`src/rtl/sync_arb_pkg.sv`:
```
package sync_arb_pkg;
  typedef enum logic {
    ARB_IDLE = 1'b0,
    ARB_HOLD = 1'b1
  } arb_state_e;
endpackage

```
`src/rtl/min_cnt_tree.sv`:
```
module min_cnt_tree #(
  parameter int N_THREADS = 4,
  parameter int CNT_W     = 16,
  parameter int ID_W      = (N_THREADS > 1) ? $clog2(N_THREADS) : 1
) (
  input  logic [N_THREADS*CNT_W-1:0] cnt_i,
  input  logic [N_THREADS-1:0]       active_i,
  output logic                       min_vld_o,
  output logic [ID_W-1:0]            min_id_o
);
  localparam int LVLS  = $clog2(N_THREADS);
  localparam int LEAFS = 1 << LVLS;
  localparam int NODES = 2 * LEAFS - 1;

  // heap layout: node 1 is root, leaves at LEAFS+i
  logic             nd_vld [1:NODES];
  logic [CNT_W-1:0] nd_cnt [1:NODES];
  logic [ID_W-1:0]  nd_id  [1:NODES];

  for (genvar i = 0; i < LEAFS; i++) begin : g_leaf
    if (i < N_THREADS) begin : g_real
      assign nd_vld[LEAFS+i] = active_i[i];
      assign nd_cnt[LEAFS+i] = cnt_i[i*CNT_W +: CNT_W];
      assign nd_id[LEAFS+i]  = ID_W'(i);
    end else begin : g_pad
      assign nd_vld[LEAFS+i] = 1'b0;
      assign nd_cnt[LEAFS+i] = '0;
      assign nd_id[LEAFS+i]  = '0;
    end
  end

  for (genvar k = 1; k < LEAFS; k++) begin : g_node
    logic take_lo;
    // lower-index side wins ties
    assign take_lo   = nd_vld[2*k] && (!nd_vld[2*k+1] || (nd_cnt[2*k] <= nd_cnt[2*k+1]));
    assign nd_vld[k] = nd_vld[2*k] || nd_vld[2*k+1];
    assign nd_cnt[k] = take_lo ? nd_cnt[2*k] : nd_cnt[2*k+1];
    assign nd_id[k]  = take_lo ? nd_id[2*k]  : nd_id[2*k+1];
  end

  assign min_vld_o = nd_vld[1];
  assign min_id_o  = nd_id[1];

  always_comb begin
    if (min_vld_o) begin

      win_active_chk: assert (active_i[min_id_o]);
      for (int i = 0; i < N_THREADS; i++) begin
        if (active_i[i]) begin

          win_is_min_chk: assert (nd_cnt[1] <= cnt_i[i*CNT_W +: CNT_W]);
        end
      end
    end
  end
endmodule

```
`src/rtl/sync_grant_ctrl.sv`:
```
module sync_grant_ctrl
  import sync_arb_pkg::*;
#(
  parameter int N_THREADS = 4,
  parameter int ID_W      = (N_THREADS > 1) ? $clog2(N_THREADS) : 1
) (
  input  logic                 clk_i,
  input  logic                 rst_ni,
  input  logic                 win_vld_i,
  input  logic [ID_W-1:0]      win_id_i,
  input  logic [N_THREADS-1:0] req_i,
  input  logic [N_THREADS-1:0] done_i,
  output logic [N_THREADS-1:0] gnt_o,
  output logic                 gnt_valid_o
);
  arb_state_e           st_q;
  logic [N_THREADS-1:0] gnt_q;
  logic [N_THREADS-1:0] win_oh;
  logic                 grant_now;
  logic                 release_now;

  assign win_oh      = N_THREADS'(1) << win_id_i;
  assign grant_now   = (st_q == ARB_IDLE) && win_vld_i && |(req_i & win_oh);
  assign release_now = (st_q == ARB_HOLD) && |(done_i & gnt_q);

  always_ff @(posedge clk_i or negedge rst_ni) begin
    if (!rst_ni) begin
      st_q  <= ARB_IDLE;
      gnt_q <= '0;
    end else if (grant_now) begin
      st_q  <= ARB_HOLD;
      gnt_q <= win_oh;
    end else if (release_now) begin
      st_q  <= ARB_IDLE;
      gnt_q <= '0;
    end
  end

  assign gnt_o       = gnt_q;
  assign gnt_valid_o = (st_q == ARB_HOLD);


  gnt_onehot_chk: assert property (@(posedge clk_i) disable iff (!rst_ni)
    $onehot0(gnt_o));

  gnt_valid_match_chk: assert property (@(posedge clk_i) disable iff (!rst_ni)
    gnt_valid_o == (gnt_o != '0));

  gnt_hold_chk: assert property (@(posedge clk_i) disable iff (!rst_ni)
    (gnt_valid_o && !(|(done_i & gnt_o))) |=> ($stable(gnt_o) && gnt_valid_o));

  gnt_release_chk: assert property (@(posedge clk_i) disable iff (!rst_ni)
    (gnt_valid_o && |(done_i & gnt_o)) |=> !gnt_valid_o);

  gnt_to_requester_chk: assert property (@(posedge clk_i) disable iff (!rst_ni)
    $rose(gnt_valid_o) |-> |($past(req_i) & gnt_o));
endmodule

```
`src/rtl/min_count_sync_arbiter.sv`:
```
module min_count_sync_arbiter #(
  parameter int N_THREADS = 4,
  parameter int CNT_W     = 16
) (
  input  logic                       clk_i,
  input  logic                       rst_ni,
  input  logic [N_THREADS*CNT_W-1:0] cnt_i,
  input  logic [N_THREADS-1:0]       active_i,
  input  logic [N_THREADS-1:0]       req_i,
  input  logic [N_THREADS-1:0]       done_i,
  output logic [N_THREADS-1:0]       gnt_o,
  output logic                       gnt_valid_o
);
  localparam int ID_W = (N_THREADS > 1) ? $clog2(N_THREADS) : 1;

  logic            min_vld;
  logic [ID_W-1:0] min_id;

  min_cnt_tree #(
    .N_THREADS(N_THREADS),
    .CNT_W    (CNT_W),
    .ID_W     (ID_W)
  ) u_tree (
    .cnt_i    (cnt_i),
    .active_i (active_i),
    .min_vld_o(min_vld),
    .min_id_o (min_id)
  );

  sync_grant_ctrl #(
    .N_THREADS(N_THREADS),
    .ID_W     (ID_W)
  ) u_ctrl (
    .clk_i      (clk_i),
    .rst_ni     (rst_ni),
    .win_vld_i  (min_vld),
    .win_id_i   (min_id),
    .req_i      (req_i),
    .done_i     (done_i),
    .gnt_o      (gnt_o),
    .gnt_valid_o(gnt_valid_o)
  );


  gnt_only_min_chk: assert property (@(posedge clk_i) disable iff (!rst_ni)
    $rose(gnt_valid_o) |-> ($past(min_vld) && (gnt_o == (N_THREADS'(1) << $past(min_id)))));

  no_active_no_gnt_chk: assert property (@(posedge clk_i) disable iff (!rst_ni)
    (!gnt_valid_o && active_i == '0) |=> !gnt_valid_o);
endmodule

```
`config.mk`:
```
export PLATFORM = sky130hd
export DESIGN_NAME = min_count_sync_arbiter
export DESIGN_NICKNAME = d
export VERILOG_FILES = /design/src/rtl/sync_arb_pkg.sv /design/src/rtl/min_cnt_tree.sv /design/src/rtl/sync_grant_ctrl.sv /design/src/rtl/min_count_sync_arbiter.sv
export SDC_FILE = /design/constraint.sdc
export NUM_CORES = 1
export LEC_CHECK = 0
export CORE_UTILIZATION = 50
export DETAILED_ROUTE_END_ITERATION = 16
export DONT_BUFFER_PORTS = 1
export GPL_TIMING_DRIVEN = 0
export SETUP_SLACK_MARGIN = 0.02
export SLEW_MARGIN = 5
export SYNTH_ARGS = -nofsm -noshare
export SYNTH_HDL_FRONTEND = slang
export SYNTH_SLANG_ARGS = --single-unit
```
`constraint.sdc`:
```
create_clock -name clk_i -period 1.6 [get_ports clk_i]
set_input_delay 0.08 -clock clk_i [delete_from_list [all_inputs] [get_ports clk_i]]
set_output_delay 0.08 -clock clk_i [all_outputs]
set_load 0.01 [all_outputs]
```
==> metrics.md <==
| Metric | Value |
|---|---|
| Final WS setup | `-1.94 ns` |
| Core Box Area | `3390 um^2` |
| FFs w/ async S/R, synth | `100%` |
| Critical Path End Type | `register` |
| Hold Crit Class | `input pin to register` |
| Clock root cell | `clkbuf_4` |
| Worst VDD drop | `1.07 mV` |
| Post-Syn Nets | `386` |
| Die ar. | `3840 um^2` |
| Placer Congestion | `0.749` |
| Max Buffers Root-to-Sink | `2` |
| Antenna viol nets, final | `0` |
| DP Worst Slack | `-2.23 ns` |
| Drt via density | `6.03` |
| Hold path cells | `3` |
| Max-slew violation count | `0` |
| Post-synthesis sequential area ratio | `6.95%` |
| Worst Clk Skew | `0.00424 ns` |
| Dpl hpwl | `3990 um` |
| Worst Hold Endpoint | `u_ctrl.gnt_valid_o` |
| Slew @ Worst Pin | `0.482 ns` |
| Final Power | `1.53 mW` |
| CTS HTree Levels | `1` |
| Fmax | `282 MHz` |
| Clock Sinks | `5` |
| Top_reg_cell synth | `dfrtp_1` |
| Cell area after layout | `2610 um^2` |
| Slew margin rel. | `67.0%` |
| EDFF count, synth | `0` |
| Starting Density | `53.1%` |
| Largest family of logic cells by synthesized area | `adder cells` |
| Setup_tns | `-9.43 ns` |
| Register area | `125 um^2` |
| Grt ovf | `0` |
| Avg Inst Size Synth | `6.92 um^2` |
| Met2 Use GR | `46.4%` |
| Cell area after synthesis | `1800 um^2` |
| Layout cells sized above 1 | `37.1%` |
| Reg clk slew, reported paths | `0.04 ns` |
| Yosys warning count | `0` |
| Failing checks | `setup timing` |
| Fill cells | `245` |
| Most frequent cell after synthesis | `ha_1` |
| Nets | `410` |
| Vias post-DR | `1985` |
| Crit path kind | `input pin to register` |
| Max-cap violations | `0` |
| Compound-Gate Fraction of Synth Area | `26.5%` |
| Synth top area cells | `ha_1 (33%), a21oi_1 (9.7%), inv_1 (7.1%), dfrtp_1 (6.9%), o21ai_0 (6.4%)` |
| Post-Synth Adder-Cell Area | `33.4%` |
| Synth Register Bits | `5` |
| WP data arrival | `3.66 ns` |
| DR iter-0 viols | `76` |
| 1st-pass router iterations | `4` |
| Leakage Power | `1.14 nW` |
| Pwr dens | `585 nW/um^2` |
| Antenna diodes | `0` |
| # IOs | `83` |
| Hold path start | `done_i[1]` |
| Num rows | `21` |
| Synth cell count leaders | `ha_1 (48), a21oi_1 (35), inv_1 (34)` |
| Global-route wire length before repair | `7360 um` |
| Area grow syn2layout | `45.1%` |
| Util after Layout | `77.1%` |
| Antenna violations before repair | `0` |
| Drt total wl | `5670 um` |
| Worst flop-to-flop path startpoint | `u_ctrl.gnt_valid_o` |
| R2R Setup Slk | `-0.09 ns` |
| Fin crit share | `222%` |
| Mux share of post-synthesis cell area | `2.57%` |
| Routed wire per std cell | `17.2 um` |
| CP Launch Type | `input pin` |
| Crit-path max FO | `10` |
| Post-route DRC | `0` |
| GRT Util Overall | `25.9%` |
| Final count of hold timing violations | `0` |
| Reg2reg end | `u_ctrl.gnt_o[0]` |
| Post-Synth Simple-Gate Area | `21.7%` |
| PortBufs | `0` |
| M3 GR Usage | `3.11%` |
| Synth unique cells | `40` |
| Area leader, netlist | `ha_1` |
| Horiz. Die Dim | `62.0 um` |
| Post-route minimum period | `3.54 ns` |
| Gate Count Post-Synth | `260` |
| Final setup violation count | `5` |
| CP required | `1.71 ns` |
| Top cell type's share of synthesized area | `33.4%` |
| RSZ-0062 raised after global routing | `yes` |
| TritonCTS clock tree | `built` |
| GRT met1 Usage | `34.7%` |
| CTS buffer count | `3` |
| Placed Area | `2020 um^2` |
| Vias in the first global route | `1721` |
| Most used routing layer | `met2` |
| Die H | `62.0 um` |
| Status | `finished with violations` |
| Multi-input logic area | `1940 um^2` |
| Reg2Reg Depth | `4` |
| Post-synthesis xor/xnor area fraction | `0%` |
| Maximum number of pins on one net before global-route repair | `11` |
| Worst-Skew Late Latency | `0.23 ns` |
-- worst max-delay path, stage by stage --
cell        delay, ns
clkinvlp_4       0.09
ha_4             0.29
nand4_1          0.27
a2111oi_0        0.48
nand4b_1         0.26
nand2_4          0.12
buf_6            0.17
a21oi_2          0.17
ha_1             0.28
a21oi_2          0.14
o21ai_1          0.06
and4_1           0.19
a31oi_1          0.17
a31oi_2          0.14
buf_4            0.16
nand2b_4         0.13
o22a_4           0.21
a32o_1           0.26
-- layer usage --
layer | vias to the layer above | wire [um]
met3 | 6 | 351
met2 | 78 | 2770
met5 | - | 0
li1 | 989 | -
met1 | 912 | 2500
met4 | 0 | 49
-- cell type report --
type                            count  area share, %
Buffer                              7           4.89
Clock buffer                        4           1.01
Inverter                           34           5.94
Multi-Input combinational cell    214           74.2
Sequential cell                     5           4.79
Tap cell                           46           2.20
Timing Repair Buffer               19           6.94
-- through the flow --
step | hold slack [ns] | std cells
global route | 0.113 | 329
floorplan | -0.216 | 260
global placement | -0.215 | 306
detailed placement | -0.215 | 306
finish | 0.0896 | 329
CTS | 0.0882 | 323
-- flip-flops by register name (all words and copies together) (netlist names) --
signal              cells
u_ctrl.gnt_o            4
u_ctrl.gnt_valid_o      1
-- repair_timing --
| action | CTS | global route |
|---|---|---|
| gates resized for setup | 36 | 47 |
| hold endpoints to repair | 5 | 0 |
| pin swaps | 29 | 21 |
| hold buffers | 1 | 0 |
| setup buffers | 9 | 5 |
| setup endpoints to repair | 5 | 5 |
| cloned | 3 | 1 |
-- power by group --
group / switching (mW) / internal (mW)
sequential: 0.0919 / 0.189
clock: 0.0459 / 0.0939
combinational: 0.560 / 0.547
total: 0.698 / 0.830
-- layout by cell type (no fill, tap or decap), drive strengths merged, types with 3 or more instances in the layout --
cell and count:
inv 32, o21ai 24, nor2 26, a21oi 35, clkbuf 11, a32o 3
nor3 4, a2111oi 3, nor2b 5, ha 48, nand4 10, buf 18
nand2 30, dfrtp 5
-- worst max-delay path by stage --
stage	startpoint	to	slack (ns)	cells after the start
finish	cnt_i[62]	u_ctrl.gnt_o[0]	-1.94	18
global route	cnt_i[62]	u_ctrl.gnt_o[0]	-2.04	19
CTS	cnt_i[29]	u_ctrl.gnt_o[0]	-1.70	19
detailed placement	cnt_i[61]	u_ctrl.gnt_o[0]	-2.23	18
global placement	cnt_i[61]	u_ctrl.gnt_o[1]	-2.24	18
floorplan	cnt_i[17]	u_ctrl.gnt_o[0]	-1.73	20
-- cell families (layout without fill, tap and decap cells) --
| kind of cell | count (synthesis) | after routing |
|---|---|---|
| compound gates | 79 | 79 |
| flops | 5 | 5 |
| buf+inv | 41 | 64 |
| fa+ha+maj | 48 | 48 |
| simple gates | 83 | 83 |
| mux | 4 | 4 |
No activity file was read; power rests on OpenSTA's default activity.
